--- src/rtl/fp8dot_pkg.sv ---
package fp8dot_pkg;
  localparam int BLK_ELEMS = 32;
  localparam int BLK_BYTES = 34;
  localparam int POS_W     = 6;
  localparam logic [POS_W-1:0] POS_LO   = POS_W'(BLK_ELEMS);
  localparam logic [POS_W-1:0] POS_HI   = POS_W'(BLK_BYTES - 1);
  localparam int SCALE_SIG_W = 11;
  localparam int SCALE_MAX_SH = 29;

  typedef enum logic {
    FMT_E4M3 = 1'b0,
    FMT_E5M2 = 1'b1
  } fp8_fmt_e;
endpackage

--- src/rtl/fp8_weight_decode.sv ---
// Decodes one FP8 code into a signed fixed-point value with FRAC fraction bits.
module fp8_weight_decode #(
  parameter int EXP_W   = 4,
  parameter int MAN_W   = 3,
  parameter bit HAS_INF = 1'b0,
  parameter int FRAC    = 16,
  parameter int OUT_W   = 33
) (
  input  logic [7:0]             code_i,
  output logic signed [OUT_W-1:0] val_o
);
  localparam int BIAS     = (1 << (EXP_W - 1)) - 1;
  localparam int NORM_OFS = FRAC - BIAS - MAN_W;

  logic [EXP_W-1:0] exp_f;
  logic [MAN_W-1:0] man_f;
  logic             special;
  logic [OUT_W-1:0] mag;

  assign exp_f = code_i[MAN_W +: EXP_W];
  assign man_f = code_i[MAN_W-1:0];

  generate
    if (HAS_INF) begin : g_inf
      assign special = &exp_f;
    end else begin : g_noinf
      assign special = (&exp_f) && (&man_f);
    end
  endgenerate

  always_comb begin
    int sh;
    if (exp_f == '0) begin
      sh  = 1 + NORM_OFS;
      mag = OUT_W'(man_f) << sh;
    end else begin
      sh  = int'(exp_f) + NORM_OFS;
      mag = OUT_W'({1'b1, man_f}) << sh;
    end
    if (special) val_o = '0;
    else if (code_i[7]) val_o = -$signed(mag);
    else val_o = $signed(mag);
  end
endmodule

--- src/rtl/fp16_scale_apply.sv ---
// Multiplies a block partial by a half-precision scale, exact, 24 extra fraction bits.
module fp16_scale_apply
  import fp8dot_pkg::*;
#(
  parameter int P_W = 54,
  parameter int C_W = P_W + SCALE_SIG_W + SCALE_MAX_SH
) (
  input  logic                   rst_ni,
  input  logic signed [P_W-1:0]  part_i,
  input  logic [15:0]            scale_i,
  output logic signed [C_W-1:0]  contrib_o
);
  localparam int PR_W = P_W + SCALE_SIG_W + 1;

  logic [4:0]              exp_f;
  logic [9:0]              man_f;
  logic [SCALE_SIG_W-1:0]  sig;
  logic [4:0]              sh;
  logic signed [PR_W-1:0]  prod;
  logic signed [C_W-1:0]   mag;

  assign exp_f = scale_i[14:10];
  assign man_f = scale_i[9:0];
  assign sig   = (exp_f == '0) ? {1'b0, man_f} : {1'b1, man_f};
  assign sh    = (exp_f == '0) ? 5'd0 : exp_f - 5'd1;
  assign prod  = PR_W'(part_i) * PR_W'($signed({1'b0, sig}));
  assign mag   = C_W'(prod) <<< sh;

  always_comb begin
    if (exp_f == 5'h1F) contrib_o = '0;
    else if (scale_i[15]) contrib_o = -mag;
    else contrib_o = mag;
  end

  // a non-finite scale must zero the block
  always_comb begin
    if (rst_ni && exp_f == 5'h1F) begin
      assert_scale_special_R5 : assert (contrib_o == '0);
    end
  end
endmodule

--- src/rtl/fp8_block_parser.sv ---
// Byte framing, stream pairing, block counting and row status.
module fp8_block_parser
  import fp8dot_pkg::*;
#(
  parameter int LEN_W = 16,
  localparam int BLK_W = LEN_W - 5
) (
  input  logic             clk_i,
  input  logic             rst_ni,
  input  logic             start_i,
  input  logic [LEN_W-1:0] len_i,
  input  logic             byte_valid_i,
  input  logic             act_valid_i,
  output logic             byte_ready_o,
  output logic             act_ready_o,
  output logic             w_fire_o,
  output logic             lo_fire_o,
  output logic             hi_fire_o,
  output logic             busy_o,
  output logic             err_o,
  output logic             done_o
);
  logic [POS_W-1:0] pos_q;
  logic [BLK_W-1:0] blk_q, nblk_q;
  logic             busy_q, err_q, done_q;
  logic             is_w, byte_fire, last_blk, len_bad;

  assign len_bad      = (len_i[4:0] != '0) || (len_i == '0);
  assign is_w         = pos_q < POS_LO;
  assign byte_ready_o = busy_q && !start_i && (!is_w || act_valid_i);
  assign act_ready_o  = busy_q && !start_i && is_w && byte_valid_i;
  assign byte_fire    = byte_valid_i && byte_ready_o;
  assign w_fire_o     = byte_fire && is_w;
  assign lo_fire_o    = byte_fire && (pos_q == POS_LO);
  assign hi_fire_o    = byte_fire && (pos_q == POS_HI);
  assign last_blk     = hi_fire_o && (blk_q == nblk_q - BLK_W'(1));

  always_ff @(posedge clk_i or negedge rst_ni) begin
    if (!rst_ni) begin
      pos_q  <= '0;
      blk_q  <= '0;
      nblk_q <= '0;
      busy_q <= 1'b0;
      err_q  <= 1'b0;
      done_q <= 1'b0;
    end else if (start_i) begin
      pos_q  <= '0;
      blk_q  <= '0;
      nblk_q <= len_i[LEN_W-1:5];
      busy_q <= !len_bad;
      err_q  <= len_bad;
      done_q <= 1'b0;
    end else begin
      done_q <= last_blk;
      if (byte_fire) pos_q <= (pos_q == POS_HI) ? '0 : pos_q + POS_W'(1);
      if (hi_fire_o) blk_q <= blk_q + BLK_W'(1);
      if (last_blk)  busy_q <= 1'b0;
    end
  end

  assign busy_o = busy_q;
  assign err_o  = err_q;
  assign done_o = done_q;

  assert_pos_range_R1 : assert property (@(posedge clk_i) disable iff (!rst_ni)
    pos_q <= POS_HI);
  assert_pos_wrap_R1 : assert property (@(posedge clk_i) disable iff (!rst_ni)
    hi_fire_o |=> pos_q == '0);
  assert_pair_R2 : assert property (@(posedge clk_i) disable iff (!rst_ni)
    w_fire_o |-> act_valid_i && act_ready_o);
  assert_done_pulse_R7 : assert property (@(posedge clk_i) disable iff (!rst_ni)
    done_q |=> !done_q);
  assert_err_excl_R8 : assert property (@(posedge clk_i) disable iff (!rst_ni)
    err_q |-> !busy_q && !done_q && !byte_ready_o);
endmodule

--- src/rtl/fp8_block_dot.sv ---
module fp8_block_dot
  import fp8dot_pkg::*;
#(
  parameter int LEN_W  = 16,
  parameter int ACT_W  = 16,
  parameter int W_FRAC = 16,
  localparam int W_W   = W_FRAC + 17,
  localparam int P_W   = W_W + ACT_W + 5,
  localparam int C_W   = P_W + SCALE_SIG_W + SCALE_MAX_SH,
  localparam int ACC_W = C_W + LEN_W - 5
) (
  input  logic             clk_i,
  input  logic             rst_ni,
  input  logic             start_i,
  input  logic             fmt_i,
  input  logic [LEN_W-1:0] len_i,
  input  logic [7:0]       byte_i,
  input  logic             byte_valid_i,
  output logic             byte_ready_o,
  input  logic [ACT_W-1:0] act_i,
  input  logic             act_valid_i,
  output logic             act_ready_o,
  output logic [ACC_W-1:0] result_o,
  output logic             done_o,
  output logic             err_o
);
  localparam int PROD_W = W_W + ACT_W;

  fp8_fmt_e                fmt_q;
  logic                    w_fire, lo_fire, hi_fire, busy;
  logic signed [W_W-1:0]   dec_val [2];
  logic signed [W_W-1:0]   w_val;
  logic signed [PROD_W-1:0] wprod;
  logic signed [P_W-1:0]   part_q;
  logic [7:0]              lo_q;
  logic signed [C_W-1:0]   contrib;
  logic signed [ACC_W-1:0] acc_q;

  fp8_block_parser #(.LEN_W(LEN_W)) i_parser (
    .clk_i        (clk_i),
    .rst_ni       (rst_ni),
    .start_i      (start_i),
    .len_i        (len_i),
    .byte_valid_i (byte_valid_i),
    .act_valid_i  (act_valid_i),
    .byte_ready_o (byte_ready_o),
    .act_ready_o  (act_ready_o),
    .w_fire_o     (w_fire),
    .lo_fire_o    (lo_fire),
    .hi_fire_o    (hi_fire),
    .busy_o       (busy),
    .err_o        (err_o),
    .done_o       (done_o)
  );

  for (genvar g = 0; g < 2; g++) begin : g_fmt
    localparam int EB = (g == 0) ? 4 : 5;
    localparam int MB = (g == 0) ? 3 : 2;
    fp8_weight_decode #(
      .EXP_W  (EB),
      .MAN_W  (MB),
      .HAS_INF(g == 1),
      .FRAC   (W_FRAC),
      .OUT_W  (W_W)
    ) i_dec (
      .code_i (byte_i),
      .val_o  (dec_val[g])
    );
  end

  assign w_val = dec_val[fmt_q];
  assign wprod = PROD_W'(w_val) * PROD_W'($signed(act_i));

  fp16_scale_apply #(.P_W(P_W), .C_W(C_W)) i_scale (
    .rst_ni    (rst_ni),
    .part_i    (part_q),
    .scale_i   ({byte_i, lo_q}),
    .contrib_o (contrib)
  );

  always_ff @(posedge clk_i or negedge rst_ni) begin
    if (!rst_ni) begin
      fmt_q  <= FMT_E4M3;
      part_q <= '0;
      lo_q   <= '0;
      acc_q  <= '0;
    end else if (start_i) begin
      fmt_q  <= fp8_fmt_e'(fmt_i);
      part_q <= '0;
      lo_q   <= '0;
      acc_q  <= '0;
    end else begin
      if (w_fire)  part_q <= part_q + P_W'(wprod);
      if (lo_fire) lo_q <= byte_i;
      if (hi_fire) begin
        acc_q  <= acc_q + ACC_W'(contrib);
        part_q <= '0;
      end
    end
  end

  assign result_o = acc_q;

  // Special weight codes must decode to zero
  always_comb begin
    if (rst_ni && w_fire && fmt_q == FMT_E4M3 && byte_i[6:0] == 7'h7F) begin
      assert_e4m3_nan_zero_R3 : assert (w_val == '0);
    end
    if (rst_ni && w_fire && fmt_q == FMT_E5M2 && byte_i[6:2] == 5'h1F) begin
      assert_e5m2_special_zero_R4 : assert (w_val == '0);
    end
  end

  assert_hold_idle_R7 : assert property (@(posedge clk_i) disable iff (!rst_ni)
    !busy && !start_i |=> $stable(acc_q));
  assert_start_clear_R9 : assert property (@(posedge clk_i) disable iff (!rst_ni)
    start_i |=> acc_q == '0 && part_q == '0);
  assert_fold_only_hi_R6 : assert property (@(posedge clk_i) disable iff (!rst_ni)
    !hi_fire && !start_i |=> $stable(acc_q));
endmodule

--- config.mk ---
export PLATFORM = sky130hd
export DESIGN_NAME = fp8_block_dot
export DESIGN_NICKNAME = d
export VERILOG_FILES = /design/src/rtl/fp8dot_pkg.sv /design/src/rtl/fp8_weight_decode.sv /design/src/rtl/fp16_scale_apply.sv /design/src/rtl/fp8_block_parser.sv /design/src/rtl/fp8_block_dot.sv
export SDC_FILE = /design/constraint.sdc
export NUM_CORES = 2
export LEC_CHECK = 0
export ABC_CLOCK_PERIOD_IN_PS = 18800
export BUFFER_PORTS_ARGS = -buffer_cell sky130_fd_sc_hd__buf_2
export CAP_MARGIN = 30
export CELL_PAD_IN_SITES_DETAIL_PLACEMENT = 0
export CELL_PAD_IN_SITES_GLOBAL_PLACEMENT = 1
export CORE_ASPECT_RATIO = 0.7
export CORE_MARGIN = 5
export CORE_UTILIZATION = 40
export DETAILED_ROUTE_END_ITERATION = 12
export GPL_ROUTABILITY_DRIVEN = 0
export PLACE_DENSITY = 0.68
export SYNTH_ARGS = -nofsm -noshare
export SYNTH_HDL_FRONTEND = slang
export SYNTH_SLANG_ARGS = --single-unit
export TNS_END_PERCENT = 10
--- constraint.sdc ---
create_clock -name clk_i -period 18.8 [get_ports clk_i]
set_input_delay 1.88 -clock clk_i [delete_from_list [all_inputs] [get_ports clk_i]]
set_output_delay 1.88 -clock clk_i [all_outputs]
set_load 0.05 [all_outputs]
==> metrics.cfg <==
[synth]
synth-seq-cells = 199
netlist_instances = 8554
synth_edf_count = 0
syn_nets = 10100
synth_area_per_cell_um2 = 7.98
yosysSeqAreaShare = 0.0730
synth_flop_cell = dfrtp_1
synth_async_sr_flop_share = 1.00
yosysUniqueCellTypes = 119
yosys_warnings = 0
synth.cell_area_um2 = 68200

[routing]
vias_per_cell = 5.94
vias = 63000
ant_nets = 0
drt-total-wl_um = 249000
detail_route.wl_per_cell_um = 23.5
drtIter0Drc = 6878
drc_errors = 0
drt_pass1_iterations = 6

[clocking]
cts_resized = 0
postCtsSetupBuffers = 0
cts_made_buffers = 17
clock_latency_ns = 0.58
clk_pin_slew_ns = 0.10
cts_tree = done
cts.path.max_buffers = 2
cts-root-buf = clkbuf_16
ctsHtreeMaxLevel = 4
cts.sinks = 199
ctsHoldBuffers = 0

[worst_setup_path]
crit_fanout = 21
cpPeakStageDelay_ns = 0.88
worstPathRequired_ns = 19.25
critPathSlowestCell = o31ai_1
crit_type = in2reg
critPathCaptureType = flip-flop
cp.arrival_ns = 17.53
start_kind = input port
reg2reg_slack_ns = 3.70

[flow_run]
cap_viol_max_count = 0

[timing]
finClkSkew_ns = 0.0305
hold_viol_final = 0
slew_headroom = 0.222
fmax_ghz = 0.0586
setup_viol = 0
fin_crit_sh = 0.908
period_minus_slack_ns = 17.08
worst_pin_slew_ns = 1.16
finalMaxSlewViolations = 0
setup_tns_ns = 0
rsz0062_at_grt = no

[floorplanning]
dieArea_um2 = 179000
initial_core_util = 0.404
core.rowCount = 126
core_um2 = 169000
die_h_um = 356
ios = 155
die_w_um = 504

[cells_and_area]
final_nets = 9869
mostFrequentLayoutCell = nand2_1
n_fill_cell = 17200
drive_gt1_frac = 0.0615
syn2layout_area_growth_pct = 5.07
mostFrequentLayoutCells = 1186 x nand2_1, 1110 x inv_1, 1077 x fa_1, 473 x nor2_1, 465 x o21ai_0
seqCellArea_um2 = 4990
layout.cells.non_filler = 10600
multi_input_area_um2 = 57200
final_core_util = 0.424

[power_and_ir_drop]
p_per_area_nw_per_um2 = 172
power_mw = 12.3
p_leak_nw = 33.4
peakVddDrop_mv = 0.435

[global_routing]
antenna_found_initial = 12
grt_pass1_vias = 62200
grt_util_all_layers = 0.278
overflow = 0
grt_pass1_wl_um = 389000
grt_start_max_net_pins = 106

[hold_path]
hp-class = reg2reg

[placed_design]
port_buffers = 154
hpwl_um = 203000
dp.cells = 10600

[outcome]
status = completed

## metrics by stage
stage / hold slack (ns) / instance area, um^2 / worst slack, ns
3_3_place_gp: 0.458 / 70800 / 1.83
2_1_floorplan: 0.491 / 68200 / 5.12
4_1_cts: 0.493 / 71500 / 2.25
5_1_grt: 0.519 / 71700 / 1.13
6_report: 0.489 / 71700 / 1.72
3_5_place_dp: 0.467 / 70900 / 1.71
## power breakdown
| group | switching [mW] | internal [mW] | leakage [nW] |
|---|---|---|---|
| Clock | 0.275 | 0.192 | 0.319 |
| Combinational | 6.62 | 4.70 | 30.3 |
| Sequential | 0.0802 | 0.443 | 2.74 |
## routing by layer
metal	vias up	wire [um]	GRT usage
met5	-	35	0
met4	6	3080	0.0343
met3	229	23800	0.0586
met2	2782	101000	0.398
met1	32000	120000	0.437
li1	28100	-	-
## worst paths after layout
path,endpoint,start,cells past startpoint
setup reg to reg,result_o[104]$_DFFE_PN0P_,lo_q[5]$_DFFE_PN0P_,46
max in group asynchronous,part_q[49]$_DFFE_PN0P_,rst_ni,2
hold / removal,i_parser.err_o$_DFFE_PN0P_,i_parser.err_o$_DFFE_PN0P_,1
min in group asynchronous,result_o[96]$_DFFE_PN0P_,rst_ni,1
hold reg to reg,i_parser.err_o$_DFFE_PN0P_,i_parser.err_o$_DFFE_PN0P_,1
setup / recovery,result_o[104]$_DFFE_PN0P_,byte_i[4],47
## critical path, delay by kind of cell
family | cells | cell delay [ns]
buffers and inverters | 6 | 1.17
adder cells (fa/ha/maj) | 8 | 3.61
AND/OR/NAND/NOR | 14 | 3.49
XOR/XNOR | 1 | 0.18
AO/OA/AOI/OAI | 18 | 7.13
## state kept, by name, summed over array words and instances, names as in the netlist
name	cells
i_parser.busy_o	1
i_parser.err_o	1
i_parser.done_o	1
lo_q	8
i_parser.nblk_q	11
fmt_q	1
i_parser.pos_q	6
i_parser.blk_q	11
part_q	54
result_o	105
## layout make-up
class	instances	share of cell area
multi-input combinational	6736	0.798
sequential	199	0.0696
inverter	1111	0.0582
tap	2240	0.0391
timing repair buffer	280	0.0259
clock buffer	17	0.00593
clock inverter	15	0.00332
antenna	9	0.000314
## cell families after synthesis
kind of cell | count (synthesis) | synth area share
buf+inv | 1619 | 0.0903
flops | 199 | 0.0730
fa+ha+maj | 1478 | 0.390
compound gates | 1850 | 0.177
mux | 85 | 0.0138
simple gates | 2999 | 0.214
xor+xnor | 324 | 0.0417
## synth_stat cells (all sizes together), types with 45 or more instances
cell    count  area, um^2
ha        401        5020
buf        84         400
a211oi     74         578
and3       54         338
and2      444        2780
nor2      483        1830
nor3      129         656
a21oi     405        2030
clkbuf    424        1590
o22ai      69         432
a31oi      66         419
nand2    1191        4470
xnor2     176        1550
o211ai     68         521
nand3b     98         736
mux2i      55         551
or3        46         303
or2        79         497
xor2      148        1300
inv      1111        4170
dfrtp     199        4980
fa       1077       21600
o31ai      54         405
nand3     180         906
nand4      88         551
a21o      180        1350
o21ai     498        2510
nor4       45         303
No activity file was read; power rests on OpenSTA's default activity.
